==> config.mk <==
export PLATFORM = sky130hd
export DESIGN_NAME = serial_prom_shifter
export DESIGN_NICKNAME = d
export VERILOG_FILES = /design/src/rtl/sps_pkg.sv /design/src/rtl/sps_settle_timer.sv /design/src/rtl/sps_bit_cursor.sv /design/src/rtl/serial_prom_shifter.sv
export SDC_FILE = /design/constraint.sdc
export NUM_CORES = 1
export LEC_CHECK = 0
export ABC_AREA = 1
export CAP_MARGIN = 0
export CORE_MARGIN = 2
export CORE_UTILIZATION = 35
export DETAILED_ROUTE_END_ITERATION = 10
export SLEW_MARGIN = 20
export SYNTH_ARGS = -nofsm -noshare
export SYNTH_HDL_FRONTEND = slang
export SYNTH_HIERARCHICAL = 1
export SYNTH_SLANG_ARGS = --single-unit
==> constraint.sdc <==
create_clock -name clk -period 5.6 [get_ports clk]
set_clock_uncertainty 0.15 [all_clocks]
set_input_delay 0.56 -clock clk [delete_from_list [all_inputs] [get_ports clk]]
set_output_delay 0.56 -clock clk [all_outputs]
set_load 0.05 [all_outputs]
==> src/rtl/sps_pkg.sv <==
package sps_pkg;

  typedef enum logic [1:0] {
    M_IDLE  = 2'd0,
    M_STBY  = 2'd1,
    M_SHIFT = 2'd2
  } mode_e;

  typedef struct packed {
    logic cs;
    logic sck;
  } sb_pins_t;

  // Pin levels of each standby step, in the order they must be applied.
  function automatic sb_pins_t standby_pins(input logic [1:0] step);
    sb_pins_t p;
    case (step)
      2'd0:    p = '{cs: 1'b0, sck: 1'b0};
      2'd1:    p = '{cs: 1'b0, sck: 1'b1};
      2'd2:    p = '{cs: 1'b1, sck: 1'b1};
      default: p = '{cs: 1'b1, sck: 1'b0};
    endcase
    return p;
  endfunction

  // A shift length is legal when it lies in 1..max_bits.
  function automatic logic len_valid(input int unsigned len, input int unsigned max_bits);
    return (len != 0) && (len <= max_bits);
  endfunction

endpackage

==> src/rtl/sps_settle_timer.sv <==
module sps_settle_timer #(
  parameter int unsigned SETTLE_CYC = 2500,
  localparam int unsigned CW = (SETTLE_CYC > 1) ? $clog2(SETTLE_CYC) : 1
) (
  input  logic clk,
  input  logic rst_n,
  input  logic restart,
  input  logic run,
  output logic expire
);

  logic [CW-1:0] cnt_q;

  assign expire = run && !restart && (cnt_q == CW'(SETTLE_CYC - 1));

  always_ff @(posedge clk or negedge rst_n) begin
    if (!rst_n) begin
      cnt_q <= '0;
    end else if (restart) begin
      cnt_q <= '0;
    end else if (run) begin
      cnt_q <= expire ? '0 : cnt_q + CW'(1);
    end
  end

endmodule

==> src/rtl/sps_bit_cursor.sv <==
module sps_bit_cursor #(
  parameter int unsigned IDX_W = 4
) (
  input  logic             clk,
  input  logic             rst_n,
  input  logic             load,
  input  logic [IDX_W-1:0] load_idx,
  input  logic             step,
  output logic [IDX_W-1:0] idx,
  output logic             at_lsb
);

  logic [IDX_W-1:0] idx_q;

  assign idx    = idx_q;
  assign at_lsb = (idx_q == '0);

  always_ff @(posedge clk or negedge rst_n) begin
    if (!rst_n) begin
      idx_q <= '0;
    end else if (load) begin
      idx_q <= load_idx;
    end else if (step && !at_lsb) begin
      idx_q <= idx_q - IDX_W'(1);
    end
  end

endmodule

==> src/rtl/serial_prom_shifter.sv <==
module serial_prom_shifter
  import sps_pkg::*;
#(
  parameter int unsigned DATA_W     = 16,
  parameter int unsigned SETTLE_CYC = 2500,
  localparam int unsigned LEN_W = $clog2(DATA_W + 1),
  localparam int unsigned IDX_W = (DATA_W > 1) ? $clog2(DATA_W) : 1
) (
  input  logic              clk,
  input  logic              rst_n,
  input  logic              start_standby,
  input  logic              start_shift,
  input  logic [DATA_W-1:0] shift_word,
  input  logic [LEN_W-1:0]  shift_len,
  output logic              busy,
  output logic              done,
  output logic              prom_cs,
  output logic              prom_sck,
  output logic              prom_di
);

  mode_e             mode_q;
  logic [1:0]        phase_q;
  logic [DATA_W-1:0] word_q;
  logic              cs_q, sck_q, di_q, done_q;

  logic              idle, len_ok;
  logic              accept_sb, accept_sh, reject_sh;
  logic              step_expire, bit_advance;
  logic [IDX_W-1:0]  start_idx, cur_idx, next_idx;
  logic              cur_at_lsb;

  // Named internal events, visible to the bound checker.
  assign idle      = (mode_q == M_IDLE);
  assign len_ok    = len_valid(32'(shift_len), DATA_W);
  assign accept_sb = idle && start_standby;
  assign accept_sh = idle && !start_standby && start_shift && len_ok;
  assign reject_sh = idle && !start_standby && start_shift && !len_ok;
  assign start_idx = IDX_W'(shift_len - LEN_W'(1));
  assign next_idx  = cur_idx - IDX_W'(1);
  assign bit_advance = (mode_q == M_SHIFT) && step_expire && (phase_q == 2'd2);

  sps_settle_timer #(.SETTLE_CYC(SETTLE_CYC)) timer_i (
    .clk     (clk),
    .rst_n   (rst_n),
    .restart (accept_sb || accept_sh),
    .run     (!idle),
    .expire  (step_expire)
  );

  sps_bit_cursor #(.IDX_W(IDX_W)) cursor_i (
    .clk      (clk),
    .rst_n    (rst_n),
    .load     (accept_sh),
    .load_idx (start_idx),
    .step     (bit_advance),
    .idx      (cur_idx),
    .at_lsb   (cur_at_lsb)
  );

  always_ff @(posedge clk or negedge rst_n) begin
    if (!rst_n) begin
      mode_q  <= M_IDLE;
      phase_q <= 2'd0;
      word_q  <= '0;
      cs_q    <= 1'b0;
      sck_q   <= 1'b0;
      di_q    <= 1'b0;
      done_q  <= 1'b0;
    end else begin
      done_q <= 1'b0;
      case (mode_q)
        M_IDLE: begin
          if (accept_sb) begin
            mode_q         <= M_STBY;
            phase_q        <= 2'd0;
            {cs_q, sck_q}  <= standby_pins(2'd0);
          end else if (accept_sh) begin
            mode_q  <= M_SHIFT;
            phase_q <= 2'd0;
            word_q  <= shift_word;
            di_q    <= shift_word[start_idx];
          end else if (reject_sh) begin
            done_q <= 1'b1;
          end
        end
        M_STBY: begin
          if (step_expire) begin
            if (phase_q == 2'd3) begin
              mode_q <= M_IDLE;
              done_q <= 1'b1;
            end else begin
              phase_q       <= phase_q + 2'd1;
              {cs_q, sck_q} <= standby_pins(phase_q + 2'd1);
            end
          end
        end
        M_SHIFT: begin
          if (step_expire) begin
            case (phase_q)
              2'd0: begin
                sck_q   <= 1'b1;
                phase_q <= 2'd1;
              end
              2'd1: begin
                sck_q   <= 1'b0;
                phase_q <= 2'd2;
              end
              default: begin
                phase_q <= 2'd0;
                if (cur_at_lsb) begin
                  mode_q <= M_IDLE;
                  di_q   <= 1'b0;
                  done_q <= 1'b1;
                end else begin
                  di_q <= word_q[next_idx];
                end
              end
            endcase
          end
        end
        default: mode_q <= M_IDLE;
      endcase
    end
  end

  assign busy     = !idle;
  assign done     = done_q;
  assign prom_cs  = cs_q;
  assign prom_sck = sck_q;
  assign prom_di  = di_q;

endmodule

After elaboration in Yosys (flattened, before gate mapping)
Cells that the tools add are included.

Logic and storage cells: 119. Flip-flop bits (word level): 40. Output and inout port bits: 5.

Bitwise gates (word level): 1. Equality and inequality tests: 20. Reductions and logical operators: 33. Magnitude comparators: 3. Add/sub/neg operators: 4. Mux-type cells: 49.

Operators with widths (count): two-way mux 12 bit (3); two-way mux 2 bit (12); two-way mux 1 bit (21); one-hot mux 2 bit (3 select lines) (3); adder 12 x 1 -> 12 bit, second input constant (1); equality test 12 bit, second input constant (1); inequality test 2 bit, second input constant (6); AND reduction 6 bit (2); logical AND 1 bit (11); < comparator 4 x 5 -> 1 bit, second input constant (2); AND reduction 5 bit (2); binary-select mux 1 bit (select 4 bit) (2); equality test 2 bit, second input constant (4); two-way mux 4 bit (2); inequality test 2 x 1 -> 1 bit, second input constant (4); subtractor 4 x 1 -> 4 bit, second input constant (2); equality test 2 x 1 -> 1 bit, second input constant (3); logical NOT 2 bit (3); inequality test 3 x 1 -> 1 bit, second input constant (2); one-hot mux 1 bit (2 select lines) (3); one-hot mux 1 bit (3 select lines) (2); nonzero test 2 bit (3); less-or-equal comparator 5 bit, second input constant (1); logical NOT 1 bit (5); other kinds (10) (10).

Logic depth before layout (Yosys ltp)
Depth in word-level cells: 13. Mapped depth: 16. Depth with buffers taken out: 15.

Modules after synthesis
The synthesis kept the hierarchy.

Modules (own cells, without submodules): serial_prom_shifter (area each 1689.1 µm², seq. area each 600.6 µm², cells each 248, times used 1); sps_settle_timer (area each 742.0 µm², seq. area each 300.3 µm², cells each 94, times used 1); sps_bit_cursor (area each 295.3 µm², seq. area each 100.1 µm², cells each 46, times used 1).

Least setup slack after synthesis
OpenSTA, ideal clock, no wires.

Path type: input to register. Start: input port shift_len[0]. End: register sck_q, in the netlist prom_sck. Setup slack: 2.554 ns. Library setup time: 0.077 ns. Path buffers: 2. Data arrival time: 2.819 ns. Cell stages on the path: 14. Data required time: 5.373 ns. Cell sequence: buf_2 inv_2 ha_1 nand4_1 nand3_4 buf_2 nand2_1 nor3_1 inv_1 o21ai_0 nand3b_1 nor3_1 nor2_1 a21oi_1.

Longest elaborated chain between the ends: 9. Elaborated cells between the ends (all ways): 11.

Ends and longest elaborated chain: start, declared (RTL line serial_prom_shifter.sv:14) `input logic [LEN_W-1:0] shift_len,`; less-or-equal comparator 5 bit or nonzero test 5 bit (tied branches) (RTL line sps_pkg.sv:28) `return (len != 0) && (len <= max_bits);`; logical AND 1 bit * (RTL line sps_pkg.sv:28); logical AND 1 bit * (RTL line serial_prom_shifter.sv:37) `assign accept_sh = idle && !start_standby && start_shift && len_ok;`; logical OR 1 bit * (RTL line serial_prom_shifter.sv:46) `.restart (accept_sb || accept_sh),`; logical NOT 1 bit * (RTL line sps_settle_timer.sv:14) `assign expire = run && !restart && (cnt_q == CW'(SETTLE_CYC - 1));`; logical AND 1 bit * (2 in series) (RTL line sps_settle_timer.sv:14); net step_expire (RTL line serial_prom_shifter.sv:29) `logic step_expire, bit_advance;`; inequality test 2 bit (no line); AND reduction 6 bit (no line) *; end signal, assigned (RTL line serial_prom_shifter.sv:77) `{cs_q, sck_q} <= standby_pins(2'd0);`; end signal, assigned (RTL line serial_prom_shifter.sv:94) `{cs_q, sck_q} <= standby_pins(phase_q + 2'd1);`; end, declared (RTL line serial_prom_shifter.sv:25) `logic cs_q, sck_q, di_q, done_q;`.

Mark *: on every way through the listed nets, which the timed path passes. The rest lies on a longest branch. A chain may end at the register's enable or synchronous reset.

Worst setup path after layout
Ends and elaborated chain as after synthesis.

==> flow_summary.json <==
{
  "status": "finished clean",
  "grt_pass1_wl_microns": 10500,
  "cts-hold-fix-buffers": 0,
  "grt_antenna_before_repair": 0,
  "worstReg2RegEnd": "prom_sck",
  "placed_cells": 512,
  "arrival_ns": 3.70,
  "yosysSeqAreaShare_pct": 36.7,
  "critPathSlowestCell": "clkdlybuf4s50_1",
  "ant_nets": 0,
  "drive_above_1_share_pct": 7.66,
  "maxSlewViolCount": 0,
  "hpwl_microns": 4590,
  "peakVddDrop_mv": 0.133,
  "port_buffers": 29,
  "cts_buffers": 5,
  "yosysWarnings": 6,
  "yosys.area.top_type": "dfrtp_1",
  "p_per_area_nw_per_um2": 454,
  "grt_pass1_vias": 2375,
  "r2r_cells": 15,
  "critPathBufInv": 3,
  "worst-setup-path-type": "in2reg",
  "wl_per_cell_microns": 11.6,
  "initial_core_util_pct": 35.7,
  "path_delay_family": "simple AND/OR/NAND/NOR gates",
  "totalWireLength_microns": 6040,
  "worst_pin_slew_ns": 0.912,
  "dr.pass1.iters": 4,
  "final_cells": 520,
  "cp-startpoint": "shift_len[0]",
  "endpoint_kind": "register",
  "drt_iter0_drc": 96,
  "rows": 32,
  "area_delta_synth_final_pct": 19.8,
  "dieArea_sq_um": 8510,
  "final_area_sq_um": 3270,
  "cts-root-buf": "clkbuf_8",
  "cts_setup_buffers": 0,
  "syn_inst": 388,
  "min_period_ns": 3.62,
  "clk_pin_slew_worst_paths_ns": 0.09,
  "vias_per_cell": 4.71,
  "core-area_sq_um": 7650,
  "ys.flop_type": "dfrtp_1",
  "place.gp.congestion": 0.886,
  "num_vias": 2449,
  "syn_area_sq_um": 2730,
  "grt_remaining_overflow": 0,
  "fp.dieH_microns": 92.3,
  "maxCapViolations": 0,
  "p_leak_nw": 1.55,
  "relSlewSlack_pct": 39.2,
  "cts_buffer_depth": 2,
  "die_w_microns": 92.3,
  "hold_path.class": "in2async",
  "clk_latency_ns": 0.30,
  "antennaDiodeCount": 0,
  "clock_sinks": 40,
  "post-synth-top-area-fraction_pct": 36.7,
  "cp_num_cells": 14,
  "synthArstFlopShare_pct": 100,
  "ys_types": 31,
  "final_util_pct": 42.7,
  "grt_util_all_layers_pct": 15.1,
  "setup_viol": 0,
  "ys_ff_latch": 40,
  "crit_chain": "clkdlybuf4s50_1, inv_2, ha_1, nand3_1, nand2_1, nand3_4, nand2_1, nor3_1, inv_1, o21ai_0, nand3b_1, nor3_1, nor2_1, a21oi_1",
  "critPathMaxStageDelay_ns": 0.64,
  "hold_viol_final": 0,
  "cts_max_level": 2,
  "post-route-drc-count": 0,
  "regToRegSetupSlack_ns": 2.52,
  "yosysMostFrequentCell": "nand2_1",
  "ys_top_cells_by_count": "nand2_1 (127), inv_1 (49), nand3_1 (42)",
  "crit_required_ns": 5.68,
  "grt_max_degree": 41,
  "rsz0062_at_grt": "no",
  "synth_area_leaders": "dfrtp_1 (37%), nand2_1 (17%), nand3_1 (7.7%)",
  "dpl_cell_area_sq_um": 3110,
  "timing.rr.start": "mode_q[0]",
  "start_kind": "primary input",
  "post_cts_resized": 0,
  "min_period_over_period_pct": 64.7,
  "clock.fmax_mhz": 276,
  "finalSetupTns_ns": 0,
  "syn_avg_cell_area_sq_um": 7.03,
  "synth-edff-count": 0,
  "critPathMaxFanout": 37,
  "ios": 30,
  "nets": 454,
  "synthesis.nets": 425,
  "cts_tree": "done"
}
-- stage by stage --
| step | hold slack, ns | total power [W] | setup slack (ns) |
|---|---|---|---|
| floorplan | 0.114 | 0.000981 | 2.55 |
| global placement | 0.324 | 0.00114 | 1.85 |
| detailed placement | 0.329 | 0.00115 | 1.71 |
| CTS | 0.273 | 0.00149 | 2.01 |
| global route | 0.313 | 0.00161 | 1.58 |
| finish | 0.235 | 0.00148 | 1.98 |
-- how the worst max path moves through the flow --
stage | end | slack (ns)
2_1_floorplan | prom_sck | 2.55
3_3_place_gp | prom_sck | 1.85
3_5_place_dp | prom_sck | 1.71
4_1_cts | prom_sck | 2.01
5_1_grt | prom_sck | 1.58
6_report | prom_sck | 1.98
-- worst register-to-register path: stages (launching register included) --
cell,delay (ns)
dfrtp_1,0.41
inv_1,0.08
ha_1,0.25
inv_2,0.13
nor2_4,0.07
inv_2,0.09
nor2_4,0.05
nand3_4,0.28
nand2_1,0.16
nor3_1,0.36
inv_1,0.14
o21ai_0,0.30
nand3b_1,0.16
nor3_1,0.21
nor2_1,0.06
a21oi_1,0.11
-- cell families (layout without fill, tap and decap cells) --
family          after synthesis  count (layout)  synth area share [%]
compound gates               50              50                  10.0
xor+xnor                      9               9                  2.89
fa+ha+maj                    12              12                  5.51
buf+inv                      63              93                  8.90
flops                        40              40                  36.7
simple gates                214             214                  36.0
-- cell type report --
cell class	count	area, sq um
Fill cell	784	4380
Multi-Input combinational cell	285	1480
Sequential cell	40	1000
Timing Repair Buffer	29	285
Inverter	56	210
Tap cell	102	128
Clock inverter	3	90.1
Clock buffer	5	68.8
-- layout by cell type, fill, tap and decap left out, types with 5 or more instances in the layout --
| master | instances |
|---|---|
| nand2_1 | 127 |
| inv_1 | 49 |
| nand3_1 | 42 |
| dfrtp_1 | 40 |
| clkdlybuf4s50_1 | 28 |
| o21ai_1 | 21 |
| nor2_1 | 18 |
| ha_1 | 12 |
| a21oi_1 | 11 |
| o21ai_0 | 8 |
| inv_2 | 6 |
| xor2_1 | 5 |
| clkbuf_8 | 5 |
-- registers in the layout, summed over array words and instances, names as in the netlist --
signal,flops
word_q,16
timer_i/cnt_q,12
cursor_i/idx,4
mode_q,2
phase_q,2
done,1
prom_cs,1
prom_di,1
prom_sck,1
-- where the power goes --
part           internal (W)  switching (W)  total [W]
sequential         0.000386      0.0000861   0.000472
combinational      0.000255       0.000425   0.000679
clock              0.000223       0.000107   0.000330
-- metal layers --
metal	vias to the layer above	share of wire, %	GRT usage [%]
met2	54	46	25.1
li1	1293	-	-
met4	0	0.76	4.10
met3	5	4.5	2.71
met1	1097	49	20.1
met5	-	0	0
(Power assumes the default switching activity.)
